==> src/rtl/tmr_cs_pkg.sv <==
`timescale 1ns/1ps
package tmr_cs_pkg;
  localparam int CTL_W = 8;

  typedef enum logic [2:0] {
    SRC_DIV1   = 3'd0,
    SRC_DIV4   = 3'd1,
    SRC_DIV16  = 3'd2,
    SRC_DIV64  = 3'd3,
    SRC_EXT0   = 3'd4,
    SRC_EXT1   = 3'd5,
    SRC_DIV256 = 3'd6,
    SRC_CASC   = 3'd7
  } src_sel_e;

  typedef struct packed {
    logic [2:0] clr_sel;
    logic [1:0] edge_sel;
    src_sel_e   src_sel;
  } ctl_t;
endpackage

==> src/rtl/tmr_ext_sync.sv <==
`timescale 1ns/1ps
module tmr_ext_sync #(
  parameter int N_PIN  = 2,
  parameter int STAGES = 2
) (
  input  logic             clk_i,
  input  logic             rst_ni,
  input  logic [N_PIN-1:0] pin_i,
  output logic [N_PIN-1:0] pin_o
);
  for (genvar p = 0; p < N_PIN; p++) begin : g_pin
    logic [STAGES-1:0] ff_q;
    always_ff @(posedge clk_i or negedge rst_ni) begin
      if (!rst_ni) ff_q <= '0;
      else         ff_q <= {ff_q[STAGES-2:0], pin_i[p]};
    end
    assign pin_o[p] = ff_q[STAGES-1];
  end
endmodule

==> src/rtl/tmr_edge_det.sv <==
`timescale 1ns/1ps
module tmr_edge_det (
  input  logic       clk_i,
  input  logic       rst_ni,
  input  logic       src_i,
  input  logic       direct_i,  // level counts as-is
  input  logic [1:0] mode_i,    // 00 rise, 01 fall, 1x both
  output logic       hit_o
);
  logic src_q, rise, fall;

  always_ff @(posedge clk_i or negedge rst_ni) begin
    if (!rst_ni) src_q <= 1'b0;
    else         src_q <= src_i;
  end

  assign rise = src_i & ~src_q;
  assign fall = ~src_i & src_q;

  always_comb begin
    if (direct_i)       hit_o = src_i;
    else if (mode_i[1]) hit_o = rise | fall;
    else if (mode_i[0]) hit_o = fall;
    else                hit_o = rise;
  end
endmodule

==> src/rtl/tmr_up_cnt.sv <==
`timescale 1ns/1ps
module tmr_up_cnt #(
  parameter int CNT_W = 16
) (
  input  logic             clk_i,
  input  logic             rst_ni,
  input  logic             hit_i,
  input  logic             start_i,
  output logic             cnt_en_o,
  output logic [CNT_W-1:0] count_o,
  output logic             ovf_o
);
  localparam logic [CNT_W-1:0] CNT_MAX = '1;

  logic             en_q, ovf_q;
  logic [CNT_W-1:0] cnt_q;

  always_ff @(posedge clk_i or negedge rst_ni) begin
    if (!rst_ni) begin
      en_q  <= 1'b0;
      cnt_q <= '0;
      ovf_q <= 1'b0;
    end else begin
      en_q  <= hit_i & start_i;
      ovf_q <= en_q && (cnt_q == CNT_MAX);
      if (en_q) cnt_q <= cnt_q + 1'b1;
    end
  end

  assign cnt_en_o = en_q;
  assign count_o  = cnt_q;
  assign ovf_o    = ovf_q;

  p_hold_r8: assert property (@(posedge clk_i) disable iff (!rst_ni)
    !cnt_en_o |=> $stable(count_o));
  p_ovf_zero_r9: assert property (@(posedge clk_i) disable iff (!rst_ni)
    ovf_o |-> (count_o == '0));
  p_ovf_single_r9: assert property (@(posedge clk_i) disable iff (!rst_ni)
    ovf_o |=> !ovf_o);
endmodule

==> src/rtl/tmr_clk_edge_sel.sv <==
`timescale 1ns/1ps
module tmr_clk_edge_sel
  import tmr_cs_pkg::*;
#(
  parameter int CNT_W    = 16,
  parameter int SYNC_STG = 2
) (
  input  logic             clk_i,
  input  logic             rst_ni,
  input  logic             ctl_we_i,
  input  logic [7:0]       ctl_wdata_i,
  output logic [7:0]       ctl_rdata_o,
  input  logic             start_i,
  input  logic             phase_mode_i,
  input  logic [3:0]       tick_i,
  input  logic [1:0]       ext_clk_i,
  input  logic             casc_ovf_i,
  output logic             cnt_en_o,
  output logic [CNT_W-1:0] count_o,
  output logic             ovf_o
);
  localparam int N_EXT = 2;
  localparam int N_SRC = 8;

  ctl_t             ctl_q;
  logic [N_EXT-1:0] ext_s;
  logic [N_SRC-1:0] src_vec;
  logic             src, direct, hit;
  logic [1:0]       eff_mode;

  always_ff @(posedge clk_i or negedge rst_ni) begin
    if (!rst_ni)       ctl_q <= '0;
    else if (ctl_we_i) ctl_q <= ctl_t'(ctl_wdata_i);
  end
  assign ctl_rdata_o = ctl_q;

  tmr_ext_sync #(.N_PIN(N_EXT), .STAGES(SYNC_STG)) u_sync (
    .clk_i (clk_i),
    .rst_ni(rst_ni),
    .pin_i (ext_clk_i),
    .pin_o (ext_s)
  );

  // index = source select encoding
  assign src_vec = {casc_ovf_i, tick_i[3], ext_s[1], ext_s[0],
                    tick_i[2], tick_i[1], tick_i[0], 1'b1};
  assign src     = src_vec[ctl_q.src_sel];
  assign direct  = (ctl_q.src_sel == SRC_DIV1) || (ctl_q.src_sel == SRC_CASC);
  // fast sources and phase mode fall back to rising edge
  assign eff_mode = (direct || phase_mode_i) ? 2'b00 : ctl_q.edge_sel;

  tmr_edge_det u_edge (
    .clk_i   (clk_i),
    .rst_ni  (rst_ni),
    .src_i   (src),
    .direct_i(direct),
    .mode_i  (eff_mode),
    .hit_o   (hit)
  );

  tmr_up_cnt #(.CNT_W(CNT_W)) u_cnt (
    .clk_i   (clk_i),
    .rst_ni  (rst_ni),
    .hit_i   (hit),
    .start_i (start_i),
    .cnt_en_o(cnt_en_o),
    .count_o (count_o),
    .ovf_o   (ovf_o)
  );

  p_ctl_wr_r1: assert property (@(posedge clk_i) disable iff (!rst_ni)
    ctl_we_i |=> (ctl_rdata_o == $past(ctl_wdata_i)));
  p_div1_rate_r5: assert property (@(posedge clk_i) disable iff (!rst_ni)
    (ctl_q.src_sel == SRC_DIV1 && start_i) |=> cnt_en_o);
  p_stop_quiet_r8: assert property (@(posedge clk_i) disable iff (!rst_ni)
    !start_i |=> !cnt_en_o);
endmodule

==> config.mk <==
export PLATFORM = sky130hd
export DESIGN_NAME = tmr_clk_edge_sel
export DESIGN_NICKNAME = d
export VERILOG_FILES = /design/src/rtl/tmr_cs_pkg.sv /design/src/rtl/tmr_ext_sync.sv /design/src/rtl/tmr_edge_det.sv /design/src/rtl/tmr_up_cnt.sv /design/src/rtl/tmr_clk_edge_sel.sv
export SDC_FILE = /design/constraint.sdc
export NUM_CORES = 1
export LEC_CHECK = 0
export BUFFER_PORTS_ARGS = -buffer_cell sky130_fd_sc_hd__buf_2
export CAP_MARGIN = 30
export CORE_ASPECT_RATIO = 1.75
export CORE_MARGIN = 1.5
export CORE_UTILIZATION = 52
export CTS_CLUSTER_DIAMETER = 60
export DETAILED_ROUTE_END_ITERATION = 12
export GPL_TIMING_DRIVEN = 0
export HOLD_SLACK_MARGIN = 0.1
export PLACE_DENSITY = 0.79
export SETUP_SLACK_MARGIN = 0.3
export SLEW_MARGIN = 25
export SYNTH_ARGS = -nofsm -noshare
export SYNTH_HDL_FRONTEND = slang
export SYNTH_SLANG_ARGS = --single-unit
export TNS_END_PERCENT = 30
==> constraint.sdc <==
create_clock -name clk_i -period 2.87 [get_ports clk_i]
set_input_delay 0.574 -clock clk_i [delete_from_list [all_inputs] [get_ports clk_i]]
set_output_delay 0.574 -clock clk_i [all_outputs]
set_load 0.05 [all_outputs]
==> results.sh <==
export IMPL_post_dp_hpwl_mm=1.78
export IMPL_yosys_area_top_type="dfrtp_1"
export IMPL_reg2reg_from="ctl_rdata_o[2]"
export IMPL_p_leak_nw=0.869
export IMPL_portBuffers=44
export IMPL_avgRoutedWirePerCell_um=13.3
export IMPL_synth_lib_cells_used_distinct=27
export IMPL_finalSetupTns_ns=0
export IMPL_track_usage_pct=19.9
export IMPL_io_pins=46
export IMPL_maxSlewViolCount=0
export IMPL_finClkSkew_ns=0.00324
export IMPL_worstSetupPathType="flip-flop to flip-flop"
export IMPL_antenna_left=0
export IMPL_holdBufCountCts=0
export IMPL_synthToLayoutAreaGrowth_pct=26.4
export IMPL_crit_path_start="ctl_rdata_o[2]"
export IMPL_dr_pass1_iters=4
export IMPL_drv_cap=0
export IMPL_rsz0062_at_grt="false"
export IMPL_synth_top_flop_cell="dfrtp_1"
export IMPL_status="finished clean"
export IMPL_max_slew_margin_pct=56.3
export IMPL_clock_path_buffers=2
export IMPL_cts_root_buffer="clkbuf_8"
export IMPL_wl_mm=2.40
export IMPL_syn_nets=126
export IMPL_netlist_area_um2=1340
export IMPL_end_kind="flip-flop"
export IMPL_cts_tree="built"
export IMPL_ys_seq_area_share_pct=57.9
export IMPL_min_period_ns=2.16
export IMPL_n_antenna_cell=0
export IMPL_yosys_top_cells_area="dfrtp_1, xnor2_1, mux2_2"
export IMPL_viasPerCell=5.29
export IMPL_syn_mean_instance_area_um2=13.0
export IMPL_dieHeight_um=70.1
export IMPL_die_width_um=41.4
export IMPL_power_per_cell_area_nw_per_um2=781
export IMPL_antenna_found_initial=0
export IMPL_hold_violations=0
export IMPL_final_cell_area_um2=1690
export IMPL_clk_pin_slew_worst_paths_ns=0.06
export IMPL_crit_fanout=7
export IMPL_num_fill_cells=195
export IMPL_grt_pass1_wl_mm=3.71
export IMPL_clock_latency_ns=0.28
export IMPL_drive_above_1_share_pct=43.2
export IMPL_tightest_slew_ns=0.655
export IMPL_ys_ff_latch=31
export IMPL_synth_top_area_share_pct=57.9
export IMPL_hold_path_class="input port to async pin"
export IMPL_start_util_pct=54.4
export IMPL_utilization_pct=68.7
export IMPL_grt_max_degree=32
export IMPL_ys_warn_count=0
export IMPL_htreeDepth=2
export IMPL_critPathArrivalTime_ns=2.33
export IMPL_core_area_um2=2460
export IMPL_synth_edf_count=0
export IMPL_cts_resized=0
export IMPL_cts_buffers=5
export IMPL_grt_overflow_total=0
export IMPL_worstPathRequired_ns=3.04
export IMPL_dieArea_um2=2900
export IMPL_post_route_period_util_pct=75.2
export IMPL_postCtsSetupBuffers=0
export IMPL_timing_critical_path_from_type="flip-flop"
export IMPL_drc=0
export IMPL_clock_sinks=31
export IMPL_fin_nets=177
export IMPL_ir_worst_vdd_mv=0.817
export IMPL_grt_pass1_vias=855
export IMPL_setup_viol=0
export IMPL_gp_congestion=0.708
export IMPL_dr_total_vias=958
export IMPL_drt_iter0_drc=19
export IMPL_placed_area_um2=1590
export IMPL_async_reset_ff_share_pct=100
export IMPL_clock_fmax_ghz=0.463
export IMPL_timing_hold_ws_ns=0.319
export IMPL_syn_inst=103
export IMPL_core_rowCount=24
[layout make-up]
type / instances / area [um^2] / share of cell area (%)
Buffer: 3 / 16.3 / 0.962
Clock buffer: 8 / 100 / 5.92
Inverter: 3 / 11.3 / 0.666
Multi-Input combinational cell: 66 / 536 / 31.7
Sequential cell: 31 / 776 / 45.9
Tap cell: 26 / 32.5 / 1.92
Timing Repair Buffer: 44 / 220 / 13.0
[power by group]
| part | internal (mW) | switching (mW) | total (mW) |
|---|---|---|---|
| logic | 0.121 | 0.271 | 0.391 |
| clock network | 0.218 | 0.147 | 0.365 |
| registers | 0.495 | 0.0696 | 0.564 |
[layer usage]
layer | vias up | track usage, % | part of all wire, % | wire length (um)
met5 | - | 0 | 0 | 0
met4 | 0 | 13.6 | 3.2 | 77
met3 | 6 | 7.62 | 6.1 | 146
met2 | 34 | 29.7 | 52 | 1240
met1 | 457 | 21.6 | 39 | 935
li1 | 461 | - | - | -
[stage by stage]
stage                     setup slack [ns]  total power [mW]  cells
after global placement               0.702             0.950    173
after CTS                            0.715              1.34    181
after floorplan                      0.524             0.859    103
after detailed placement             0.687             0.965    173
after global routing                 0.583              1.39    181
final                                0.711              1.32    181
[placed cells by master (no fill, tap or decap), drive strengths merged, types with 2 or more instances in the layout]
master  Yosys  routed
xnor2      12      12
xor2        3       3
ha          3       3
nand2       9       9
mux2        9       9
dfrtp      31      31
a21oi       2       2
clkbuf      2      10
nand3       4       4
and3        3       3
nand4       4       4
nor2        6       6
inv         3       3
buf         1      45
[flip-flops by register name (all words and copies together) (netlist names)]
register / flops
u_cnt.count_o: 16
ctl_rdata_o: 8
u_sync.g_pin.ff_q: 4
u_cnt.cnt_en_o: 1
u_cnt.ovf_o: 1
u_edge.src_q: 1
[cell usage after synthesis, types with 2 or more instances]
| library cell | number |
|---|---|
| nand4_1 | 3 |
| nor2_1 | 6 |
| nand3_1 | 4 |
| xnor2_1 | 12 |
| dfrtp_1 | 31 |
| and3_1 | 3 |
| inv_1 | 3 |
| nand2_1 | 9 |
| ha_1 | 3 |
| xor2_1 | 3 |
| a21oi_1 | 2 |
| mux2_2 | 9 |
[worst max-delay path, stage by stage (launching register included)]
cell      delay [ns]
dfrtp_1         0.37
clkbuf_2        0.17
mux2i_1         0.14
a221oi_1        0.29
a21oi_1         0.10
ha_1            0.22
or3b_1          0.36
a21oi_1         0.16
o22ai_1         0.08
and3_1          0.16
[cells by family (layout without fill, tap and decap cells)]
| kind of cell | count (synthesis) | after routing | share of synthesized area, % |
|---|---|---|---|
| multiplexers | 11 | 11 | 10.0 |
| AO/OA/AOI/OAI | 6 | 6 | 3.18 |
| adder cells (fa/ha/maj) | 3 | 3 | 2.80 |
| flip-flops | 31 | 31 | 57.9 |
| AND/OR/NAND/NOR | 31 | 31 | 14.2 |
| buffers and inverters | 6 | 58 | 2.06 |
| XOR/XNOR | 15 | 15 | 9.81 |
[path summary, 6_finish.rpt]
check	slack, ns	cells after the start	endpoint
setup / recovery	0.71	9	u_cnt.cnt_en_o
hold / removal	0.32	1	ctl_rdata_o[3]
setup reg to reg	0.71	9	u_cnt.cnt_en_o
hold reg to reg	0.35	0	u_sync.g_pin[1].ff_q[1]
max in group asynchronous	2.12	1	u_cnt.count_o[1]
min in group clk_i	0.35	0	u_sync.g_pin[1].ff_q[1]
No activity file was read; power rests on OpenSTA's default activity.
